File: src/rtl/txe_pkg.sv
package txe_pkg;

  typedef enum logic [2:0] {
    ST_IDLE,
    ST_CLOSE,
    ST_HDR,
    ST_DATA,
    ST_DROP
  } txe_state_e;

  localparam logic [15:0] FLAG_INSERT = 16'h4000;
  localparam logic [15:0] FLAG_SKIP   = 16'h8000;

  // Length word: plain length with the checksum control flag merged in.
  function automatic logic [15:0] len_word(input logic [15:0] len,
                                           input logic        cap,
                                           input logic        off);
    logic [15:0] flag;
    flag = cap ? (off ? FLAG_INSERT : FLAG_SKIP) : 16'h0000;
    return len | flag;
  endfunction

  // Complement word: always taken from the unflagged length.
  function automatic logic [15:0] inv_word(input logic [15:0] len);
    return ~len;
  endfunction

  // Header byte selection, little-endian words, length word first.
  function automatic logic [7:0] hdr_byte(input logic [15:0] lw,
                                          input logic [15:0] iw,
                                          input logic [1:0]  idx);
    case (idx)
      2'd0:    return lw[7:0];
      2'd1:    return lw[15:8];
      2'd2:    return iw[7:0];
      default: return iw[15:8];
    endcase
  endfunction

endpackage

File: src/rtl/txe_hdr_build.sv
module txe_hdr_build
  import txe_pkg::*;
#(
  parameter int LEN_W = 16
) (
  input  logic [LEN_W-1:0] len,
  input  logic             cap,
  input  logic             off,
  input  logic [1:0]       idx,
  output logic [15:0]      lw,
  output logic [15:0]      iw,
  output logic [7:0]       hbyte
);

  always_comb begin
    lw    = len_word(len, cap, off);
    iw    = inv_word(len);
    hbyte = hdr_byte(lw, iw, idx);
  end

endmodule

File: src/rtl/txe_fill_track.sv
module txe_fill_track #(
  parameter int BUF_BYTES = 16384,
  parameter int LEN_W     = 16,
  parameter int HDR_BYTES = 4,
  localparam int FILL_W   = $clog2(BUF_BYTES + 1),
  localparam int SUM_W    = (FILL_W > LEN_W ? FILL_W : LEN_W) + 2
) (
  input  logic              clk,
  input  logic              rst_n,
  input  logic              adv,
  input  logic              clear,
  input  logic [LEN_W-1:0]  chk_len,
  output logic [FILL_W-1:0] fill,
  output logic              fits
);

  logic [SUM_W-1:0] need;

  always_comb begin
    need = SUM_W'(fill) + SUM_W'(HDR_BYTES) + SUM_W'(chk_len);
    fits = (need <= SUM_W'(BUF_BYTES));
  end

  always_ff @(posedge clk or negedge rst_n) begin
    if (!rst_n)      fill <= '0;
    else if (clear)  fill <= '0;
    else if (adv)    fill <= fill + 1'b1;
  end

  AST_NO_OVERFLOW: assert property (@(posedge clk) disable iff (!rst_n)
    fill <= FILL_W'(BUF_BYTES));

  AST_FILL_STEP: assert property (@(posedge clk) disable iff (!rst_n)
    (adv && !clear) |=> fill == $past(fill) + 1'b1);

endmodule

File: src/rtl/tx_hdr_encap.sv
module tx_hdr_encap
  import txe_pkg::*;
#(
  parameter int BUF_BYTES = 16384,
  parameter int MAX_LEN   = 2048,
  parameter int LEN_W     = 16,
  parameter int REJ_W     = 16,
  localparam int FILL_W   = $clog2(BUF_BYTES + 1)
) (
  input  logic              clk,
  input  logic              rst_n,
  input  logic              csum_cap_en,
  input  logic              desc_valid,
  output logic              desc_ready,
  input  logic [LEN_W-1:0]  desc_len,
  input  logic              desc_offload,
  input  logic              pay_valid,
  output logic              pay_ready,
  input  logic [7:0]        pay_byte,
  output logic              out_valid,
  output logic [7:0]        out_byte,
  output logic [FILL_W-1:0] out_pos,
  output logic              xfer_close,
  output logic [FILL_W-1:0] xfer_bytes,
  output logic [REJ_W-1:0]  reject_count
);

  txe_state_e       state;
  logic [1:0]       idx;
  logic [LEN_W-1:0] rem;
  logic [LEN_W-1:0] lat_len;
  logic             lat_off;
  logic             lat_cap;

  // Named internal events for the assertions.
  logic             take_desc;
  logic             too_long;
  logic             reject_evt;
  logic             take_pay;
  logic             fits;
  logic [FILL_W-1:0] fill;
  logic [15:0]      hdr_lw;
  logic [15:0]      hdr_iw;
  logic [7:0]       hdr_b;

  txe_hdr_build #(.LEN_W(LEN_W)) u_hdr (
    .len   (lat_len),
    .cap   (lat_cap),
    .off   (lat_off),
    .idx   (idx),
    .lw    (hdr_lw),
    .iw    (hdr_iw),
    .hbyte (hdr_b)
  );

  txe_fill_track #(.BUF_BYTES(BUF_BYTES), .LEN_W(LEN_W)) u_fill (
    .clk     (clk),
    .rst_n   (rst_n),
    .adv     (out_valid),
    .clear   (xfer_close),
    .chk_len (desc_len),
    .fill    (fill),
    .fits    (fits)
  );

  always_comb begin
    desc_ready = (state == ST_IDLE);
    pay_ready  = (state == ST_DATA) || (state == ST_DROP);
    take_desc  = desc_valid && desc_ready;
    too_long   = (desc_len >= LEN_W'(MAX_LEN));
    reject_evt = take_desc && too_long;
    take_pay   = pay_valid && pay_ready;
    out_valid  = (state == ST_HDR) || ((state == ST_DATA) && pay_valid);
    out_byte   = (state == ST_HDR) ? hdr_b : pay_byte;
    out_pos    = fill;
    xfer_close = (state == ST_CLOSE);
    xfer_bytes = fill;
  end

  always_ff @(posedge clk or negedge rst_n) begin
    if (!rst_n) begin
      state        <= ST_IDLE;
      idx          <= '0;
      rem          <= '0;
      lat_len      <= '0;
      lat_off      <= 1'b0;
      lat_cap      <= 1'b0;
      reject_count <= '0;
    end else begin
      case (state)
        ST_IDLE: if (take_desc) begin
          lat_len <= desc_len;
          lat_off <= desc_offload;
          lat_cap <= csum_cap_en;
          rem     <= desc_len;
          idx     <= '0;
          if (too_long) begin
            reject_count <= reject_count + 1'b1;
            state        <= ST_DROP;
          end else begin
            state <= fits ? ST_HDR : ST_CLOSE;
          end
        end
        ST_CLOSE: state <= ST_HDR;
        ST_HDR: begin
          idx <= idx + 1'b1;
          if (idx == 2'd3) state <= (rem == '0) ? ST_IDLE : ST_DATA;
        end
        ST_DATA, ST_DROP: if (take_pay) begin
          rem <= rem - 1'b1;
          if (rem == LEN_W'(1)) state <= ST_IDLE;
        end
        default: state <= ST_IDLE;
      endcase
    end
  end

  AST_HDR_PAIR: assert property (@(posedge clk) disable iff (!rst_n)
    (state == ST_HDR) |-> ((hdr_lw & 16'h3FFF) ^ hdr_iw) == 16'hFFFF);

  AST_FLAG_EXCL: assert property (@(posedge clk) disable iff (!rst_n)
    (state == ST_HDR) |-> !(hdr_lw[15] && hdr_lw[14]));

  AST_NO_FLAG_OFF: assert property (@(posedge clk) disable iff (!rst_n)
    (state == ST_HDR && !lat_cap) |-> (hdr_lw[15:14] == 2'b00));

  AST_CLOSE_RESTART: assert property (@(posedge clk) disable iff (!rst_n)
    xfer_close |=> (out_valid && out_pos == '0));

  AST_DROP_SILENT: assert property (@(posedge clk) disable iff (!rst_n)
    (state == ST_DROP) |-> !out_valid);

  AST_REJ_COUNT: assert property (@(posedge clk) disable iff (!rst_n)
    reject_evt |=> reject_count == $past(reject_count) + 1'b1);

endmodule

File: config.mk
export PLATFORM = sky130hd
export DESIGN_NAME = tx_hdr_encap
export DESIGN_NICKNAME = d
export VERILOG_FILES = /design/src/rtl/txe_pkg.sv /design/src/rtl/txe_hdr_build.sv /design/src/rtl/txe_fill_track.sv /design/src/rtl/tx_hdr_encap.sv
export SDC_FILE = /design/constraint.sdc
export NUM_CORES = 1
export LEC_CHECK = 0
export ABC_AREA = 1
export BUFFER_PORTS_ARGS = -buffer_cell sky130_fd_sc_hd__buf_2
export CAP_MARGIN = 20
export CORE_MARGIN = 3
export CORE_UTILIZATION = 45
export DETAILED_ROUTE_END_ITERATION = 16
export GPL_TIMING_DRIVEN = 0
export PLACE_DENSITY = 0.66
export REMOVE_ABC_BUFFERS = 1
export SYNTH_ARGS = -nofsm -noshare
export SYNTH_HDL_FRONTEND = slang
export SYNTH_HIERARCHICAL = 1
export SYNTH_SLANG_ARGS = --single-unit
export TNS_END_PERCENT = 100
File: constraint.sdc
create_clock -name clk -period 5.21 [get_ports clk]
set_input_delay 0.7815 -clock clk [delete_from_list [all_inputs] [get_ports clk]]
set_output_delay 0.7815 -clock clk [all_outputs]
set_load 0.02 [all_outputs]
==> impl_metrics.ini, run 1 <==
[worst_setup_path]
critPathArrivalTime_ns = 3.23
rr_worst_depth = 19
r2r_start = u_fill/fill[1]
path_class = in2reg
r2r-end = state[1]
reg2reg_setup_slack_ns = 2.36
required_ns = 5.50
path_max_fanout = 3
cp-end-kind = flop
cp-start-kind = input port

[final_layout]
area_growth_pct = 14.6
antenna_cells = 0
layout-drive-gt1-share_pct = 15.3
fillCellCount = 1216
fin_area_sq_mm = 0.00632
final_cells = 1051
final_util_pct = 53.9
nets = 970

[clock_network]
cts_made_buffers = 9
clk_latency_ns = 0.35
clk_pin_slew_ns = 0.06
tritoncts = built
cts_setup_buffers = 0
cts-hold-fix-buffers = 0
htree_levels = 3
cts_buffer_depth = 2
root_buffer = clkbuf_16
clock-sinks = 70
cts.repair.resized = 0

[sta]
clock_skew_ns = 0.00647
worstMarginPinSlew_ns = 0.994
min_period_ns = 2.94
tns_ns = 0
report.final.slew_viol_count = 0
rsz0062_at_grt = no
fin_crit_sh_pct = 56.5
setup_viol = 0
max_slew_margin_pct = 33.2
hold_violations = 0
fmax_mhz = 340

[global_routing]
overflow = 0
antenna_found_initial = 0
grt_pass1_vias = 4731
grt_max_degree = 50
grt_first_pass_wirelength_microns = 23100
grt_usage_pct = 21.5

[power]
p_leak_nw = 3.53
vdd_drop_max_v = 0.000233
p_total_w = 0.00297
power_density_mw_per_mm2 = 470

[detailed_routing]
num_vias = 5243
viasPerCell = 4.99
drc = 0
ant_nets = 0
drt_iter0_drc = 347
finalWirelength_microns = 13700
wire_per_inst_microns = 13.0
drt_first_pass_iters = 5

[place]
port-buffer-count = 87
placed_cells = 1034
gp_congestion = 0.905
hpwl_microns = 10500
dpl_cell_area_sq_mm = 0.00595

[floorplanning]
ios = 88
design.core.area_sq_mm = 0.0117
dieArea_sq_mm = 0.0136
die_width_microns = 117
fp.dieH_microns = 117
start_util_pct = 47.1
num_rows = 39

[flow_run]
drv_cap = 0

[yosys]
yosys_warnings = 6
synthesis.area_sq_mm = 0.00551
syn-instance-count = 831
avgSynthCellArea_sq_um = 6.63

[worst_hold_path]
min_path_type = in2async

[run_status]
status = finished, final reports clean
cells in the final DEF, fill, tap and decap left out, drive strengths merged, types with 14 or more instances in the layout:
master	count
nor3	14
dfrtp	70
o21ai	45
buf	89
inv	105
ha	36
nor2	79
nand2	326
nand3	63
a21oi	22
per-layer routing:
layer / share of wire (%) / global-route usage, % / vias to the layer above
met5: 0 / 0 / -
met4: 2.4 / 8.41 / 0
met3: 4.5 / 3.37 / 18
met2: 44 / 32.9 / 119
met1: 49 / 30.6 / 2349
li1: - / - / 2757
state kept, by name, indices dropped and copies added (netlist names):
| name | flops |
|---|---|
| state | 3 |
| lat_len | 16 |
| idx | 2 |
| lat_cap | 1 |
| reject_count | 16 |
| u_fill/fill | 15 |
| rem | 16 |
| lat_off | 1 |
power by group:
group | leakage [nW] | total (W) | switching (W) | internal (W)
clock network | 0.177 | 0.000771 | 0.000254 | 0.000516
logic | 2.46 | 0.00125 | 0.000833 | 0.000419
registers | 0.890 | 0.000943 | 0.000207 | 0.000735
how the worst max path moves through the flow:
stage	startpoint	cells after the start	endpoint	slack, ns
global placement	desc_len[1]	20	state[1]	1.88
global route	desc_len[7]	20	state[1]	1.91
CTS	state[2]	6	out_byte[0]	2.20
finish	desc_len[1]	20	state[1]	2.27
floorplan	desc_len[1]	19	state[1]	2.28
detailed placement	desc_len[1]	20	state[1]	1.87
per-stage QoR:
stage	worst slack, ns	hold slack (ns)
after global placement	1.88	0.470
after floorplan	2.28	0.453
after global routing	1.91	0.350
final	2.27	0.331
after detailed placement	1.87	0.473
after CTS	2.20	0.336
critical path: stages:
cell      delay (ns)
buf_2           0.13
ha_1            0.28
ha_1            0.16
inv_1           0.05
fa_1            0.37
inv_1           0.11
nand2_1         0.07
a21boi_0        0.15
nand3_1         0.10
nor2_1          0.10
nand3_1         0.09
nor2_1          0.10
nand3_1         0.09
a21oi_1         0.19
nand3_1         0.10
nor2_1          0.10
nor2_1          0.05
nand2_1         0.08
nand3_1         0.07
nand2_1         0.07
final cells by class:
class / instances / area (sq um) / share of cell area, %
clock buffer: 10 / 229 / 3.62
sequential: 70 / 1750 / 27.7
clock inverter: 6 / 134 / 2.12
tap: 143 / 179 / 2.83
inverter: 106 / 408 / 6.46
multi-input combinational: 627 / 3150 / 49.8
timing repair buffer: 89 / 470 / 7.45
(Power assumes the default switching activity.)
==> inputs of run 2 (changes only) <==
- clock period: 5.21 -> 2.91 ns (I/O delays scaled with it)
==> impl_metrics.ini, run 2 (same netlist as run 1, synthesis figures left out) <==
[clock_network]
root_buffer = clkbuf_16
clk_latency_ns = 0.35
tritoncts = built
cts_made_buffers = 9
clk_pin_slew_ns = 0.06
htree_levels = 3
cts_buffer_depth = 2
clock-sinks = 70

[floorplanning]
die_width_microns = 117
fp.dieH_microns = 117
design.core.area_sq_mm = 0.0117
start_util_pct = 47.1
dieArea_sq_mm = 0.0136
ios = 88
num_rows = 39

[detailed_routing]
ant_nets = 0
drc = 0
drt_first_pass_iters = 5
drt_iter0_drc = 342
viasPerCell = 5.03
wire_per_inst_microns = 13.3
num_vias = 5328
finalWirelength_microns = 14100

[sta]
fmax_mhz = 365
max_slew_margin_pct = 58.4
fin_crit_sh_pct = 94.1
fin_ws_ns = 0.171
setup_viol = 0
min_period_ns = 2.74
hold_violations = 0
worstMarginPinSlew_ns = 0.622
clock_skew_ns = 0.00684
rsz0062_at_grt = yes
report.final.slew_viol_count = 0
tns_ns = 0

[final_layout]
area_growth_pct = 18.7
final_cell_mix = 308 x nand2_1, 93 x inv_1, 87 x buf_2, 69 x nor2_1, 62 x dfrtp_1
reg_top3 = lat_len (16), reject_count (16), rem (16)
final_common_cell = nand2_1
fillCellCount = 1185
nets = 978
final_cells = 1059
layout-drive-gt1-share_pct = 19.9
fin_area_sq_mm = 0.00654
antenna_cells = 0

[place]
port-buffer-count = 87
placed_cells = 1034
pre_cts_ws_ns = -0.0853
dpl_cell_area_sq_mm = 0.00595
gp_congestion = 0.905
hpwl_microns = 10500

[power]
power_density_mw_per_mm2 = 826
vdd_drop_max_v = 0.000417
p_leak_nw = 3.55

[worst_setup_path]
crit_path_frequent_cell = nand3_1
cp-start-kind = flop
required_ns = 3.20
cp-end-kind = flop
path_class = reg2reg
path_max_fanout = 3
critical_path.cell_chain = ha_4, ha_4, inv_2, fa_2, a21boi_2, nand3_1, nor2_1, nand3_1, nor2_2, nand3_2, a21oi_2, nand3_1, nor2_1, nor2_1, nand2_1, nand3_1, nand2_1
slowest_stage = fa_2
critPathArrivalTime_ns = 3.03
cp_slowest_stage_delay_ns = 0.51

[global_routing]
grt_max_degree = 50
grt_pass1_vias = 4731
grt_first_pass_wirelength_microns = 23100
grt_usage_pct = 21.5
overflow = 0
antenna_found_initial = 0

[worst_hold_path]
min_path_type = in2reg

[run_status]
status = finished, final reports clean

[flow_run]
drv_cap = 0
[run 2: cell count changes in the layout (fill, tap and decap cells not counted), moves of 7 or more]
| cell | before | now |
|---|---|---|
| ha_1 | 36 | 26 |
| dfrtp_2 | 0 | 8 |
| dfrtp_1 | 70 | 62 |
| buf_4 | 1 | 8 |
| ha_4 | 0 | 7 |
[run 2: worst paths after layout]
check                               startpoint          endpoint  slack (ns)  cells after the start
worst max register to register  u_fill/fill[1]          state[1]        0.17                     17
max in group asynchronous                rst_n  reject_count[12]        1.84                      3
worst min-delay path               csum_cap_en           lat_cap        0.29                      3
worst min register to register     lat_len[13]       lat_len[13]        0.48                      2
worst max-delay path            u_fill/fill[1]          state[1]        0.17                     17
min in group asynchronous                rst_n            rem[5]        0.54                      2
[run 2: cell type report]
class | instances | area, sq um | area share (%)
Sequential cell | 70 | 1760 | 26.9
Clock buffer | 10 | 229 | 3.50
Tap cell | 143 | 179 | 2.74
Clock inverter | 6 | 134 | 2.05
Inverter | 106 | 408 | 6.24
Timing Repair Buffer | 97 | 533 | 8.15
Multi-Input combinational cell | 627 | 3290 | 50.4
[run 2: repair_timing]
item | 4_1_cts | 5_1_grt
gates resized for setup | 0 | 39
endpoints found under the setup margin | 0 | 5
endpoints found under the hold margin | 17 | 0
buffers inserted | 0 | 7
hold buffers | 1 | 0
[run 2: report_power, final]
group          internal, W  switching [W]
clock             0.000925       0.000455
combinational     0.000803        0.00153
sequential         0.00132       0.000370
total              0.00305        0.00235
[run 2: stage by stage]
| step | utilization (%) | hold WS, ns | total power, W |
|---|---|---|---|
| global placement | 50.5 | 0.470 | 0.00392 |
| detailed placement | 50.8 | 0.363 | 0.00394 |
| floorplan | - | 0.141 | 0.00332 |
| CTS | 54.0 | 0.283 | 0.00534 |
| finish | 55.8 | 0.289 | 0.00540 |
| global route | 55.8 | 0.294 | 0.00587 |
[run 2: worst max-delay path: cells and delay by family, from the launching register on]
kind            cells  cell delay [ns]
simple gates       11             0.97
compound gates      2             0.31
fa+ha+maj           3             0.92
flops               1             0.44
buf+inv             1             0.04
[run 2: routing by layer]
layer	vias to the layer above	track usage (%)	wire length (microns)
met3	18	3.37	691
met5	-	0	0
met2	130	32.9	6280
met4	0	8.41	325
met1	2401	30.6	6760
li1	2779	-	-
==> inputs of run 3 (changes only) <==
- CELL_PAD_IN_SITES_DETAIL_PLACEMENT: default -> 2
- CELL_PAD_IN_SITES_GLOBAL_PLACEMENT: default -> 2
- CORE_MARGIN: 3 -> default
- CORE_UTILIZATION: 45 -> 32
- PLACE_DENSITY: 0.66 -> 0.82
==> impl_metrics.ini, run 3 (same netlist as run 1, synthesis figures left out) <==
[power]
power_density_mw_per_mm2 = 827
p_leak_nw = 3.51
vdd_drop_max_v = 0.000330
p_total_w = 0.00544

[worst_setup_path]
startpoint = u_fill/fill[2]
r2r_start = u_fill/fill[2]
crit_path_frequent_cell = nand2_1
r2r-end = state[1]
cp-end-kind = flop
reg2reg_setup_slack_ns = -0.10
rr_worst_depth = 21
slowest_stage = dfrtp_2
path_max_fanout = 4
required_ns = 3.20
path_class = reg2reg
critPathArrivalTime_ns = 3.30
cp-start-kind = flop
cp_slowest_stage_delay_ns = 0.39
critical_path.cell_chain = inv_1, ha_4, inv_1, ha_1, nand2_1, nand2_1, nand3_1, nand2_1, nand2_1, nand2_1, nand2_1, nand2_1, nor2_2, nand3_1, a21oi_2, nand3_1, nor2_1, nor2_1, nand2_1, nand3_1, nand2_1

[detailed_routing]
drc = 0
viasPerCell = 5.12
finalWirelength_microns = 21100
wl_met2_microns = 10700
top_layer_used = met4
num_vias = 5813
wire_per_inst_microns = 18.6
met1Wirelength_microns = 9390
drt_iter0_drc = 211
wl_met3_microns = 485
drt_first_pass_iters = 4
ant_nets = 0

[sta]
worstMarginPinSlew_ns = 1.08
hold_violations = 0
fmax_mhz = 332
fin_ws_ns = -0.100
setup_viol = 2
report.final.slew_viol_count = 0
rsz0062_at_grt = yes
min_period_ns = 3.01
holdWs_ns = 0.00870
clock_skew_ns = 0.00724
max_slew_margin_pct = 27.2
fin_crit_sh_pct = 103

[clock_network]
cts_made_buffers = 9
clock-sinks = 70
clk_pin_slew_ns = 0.07
htree_levels = 3
cts_buffer_depth = 2
clk_latency_ns = 0.36
cts-hold-fix-buffers = 0
root_buffer = clkbuf_16
tritoncts = built

[floorplanning]
dieArea_sq_mm = 0.0177
start_util_pct = 33.0
num_rows = 47
design.core.area_sq_mm = 0.0167
fp.dieH_microns = 133
die_width_microns = 133
ios = 88

[worst_hold_path]
min_path_type = in2async

[place]
hpwl_microns = 14600
pre_cts_ws_ns = -0.193
port-buffer-count = 87
gp_congestion = 0.808
dpl_cell_area_sq_mm = 0.00605

[global_routing]
grt_max_degree = 46
grt_first_pass_wirelength_microns = 31700
overflow = 0
grt_usage_pct = 22.9
grt_pass1_vias = 6117
antenna_found_initial = 0

[run_status]
violations = setup timing
status = finished with violations

[final_layout]
final_cell_mix = 308 x nand2_1, 93 x inv_1, 87 x buf_2, 70 x nor2_1, 62 x dfrtp_1
reg_top3 = lat_len (16), reject_count (16), rem (16)
final_common_cell = nand2_1
layout-drive-gt1-share_pct = 19.9
area_growth_pct = 19.3
nets = 978
antenna_cells = 0
fin_area_sq_mm = 0.00658

[flow_run]
drv_cap = 0
[run 3: final cells by class]
cell class	instances	area, sq um
Sequential cell	70	1760
Clock buffer	10	229
Timing Repair Buffer	97	531
Tap cell	220	275
Clock inverter	6	70.1
Multi-Input combinational cell	627	3300
Inverter	106	408
Fill cell	2082	10100
[run 3: worst max-delay path by stage]
stage,cells past startpoint,slack [ns],end
4_1_cts,19,0.01,state[1]
3_3_place_gp,20,-0.16,state[1]
6_report,21,-0.10,state[1]
5_1_grt,21,-0.28,state[1]
3_5_place_dp,20,-0.19,state[1]
2_1_floorplan,19,0.13,state[1]
[run 3: per-layer routing]
layer / GRT usage, % / vias up
met2: 41.2 / 92
li1: - / 2771
met3: 2.13 / 29
met5: 0 / -
met1: 28.6 / 2921
met4: 7.32 / 0
[run 3: where the power goes]
part	internal [W]	total, W	leakage [nW]	switching [W]
sequential	0.00132	0.00172	0.878	0.000404
clock	0.000670	0.00119	0.135	0.000517
combinational	0.000815	0.00253	2.49	0.00171
total	0.00280	0.00544	3.51	0.00263
[run 3: through the flow]
stage          std cells  util, %  setup TNS, ns
2_1_floorplan        803        -              0
3_3_place_gp        1110     36.0         -0.178
3_5_place_dp        1112     36.2         -0.372
4_1_cts             1129     38.1              0
5_1_grt             1136     39.4         -0.502
6_report            1136     39.4         -0.186
[run 3: repair_timing]
item	in CTS	in global routing
setup endpoints to repair	2	16
setup buffers	1	7
gates resized for setup	3	37
pin swaps	0	17
[run 3: worst max-delay path: cells and delay by family, from the launching register on]
| family | cells | cell delay [ns] |
|---|---|---|
| flops | 1 | 0.39 |
| fa+ha+maj | 2 | 0.56 |
| simple gates | 16 | 1.69 |
| compound gates | 1 | 0.17 |
| buf+inv | 2 | 0.13 |
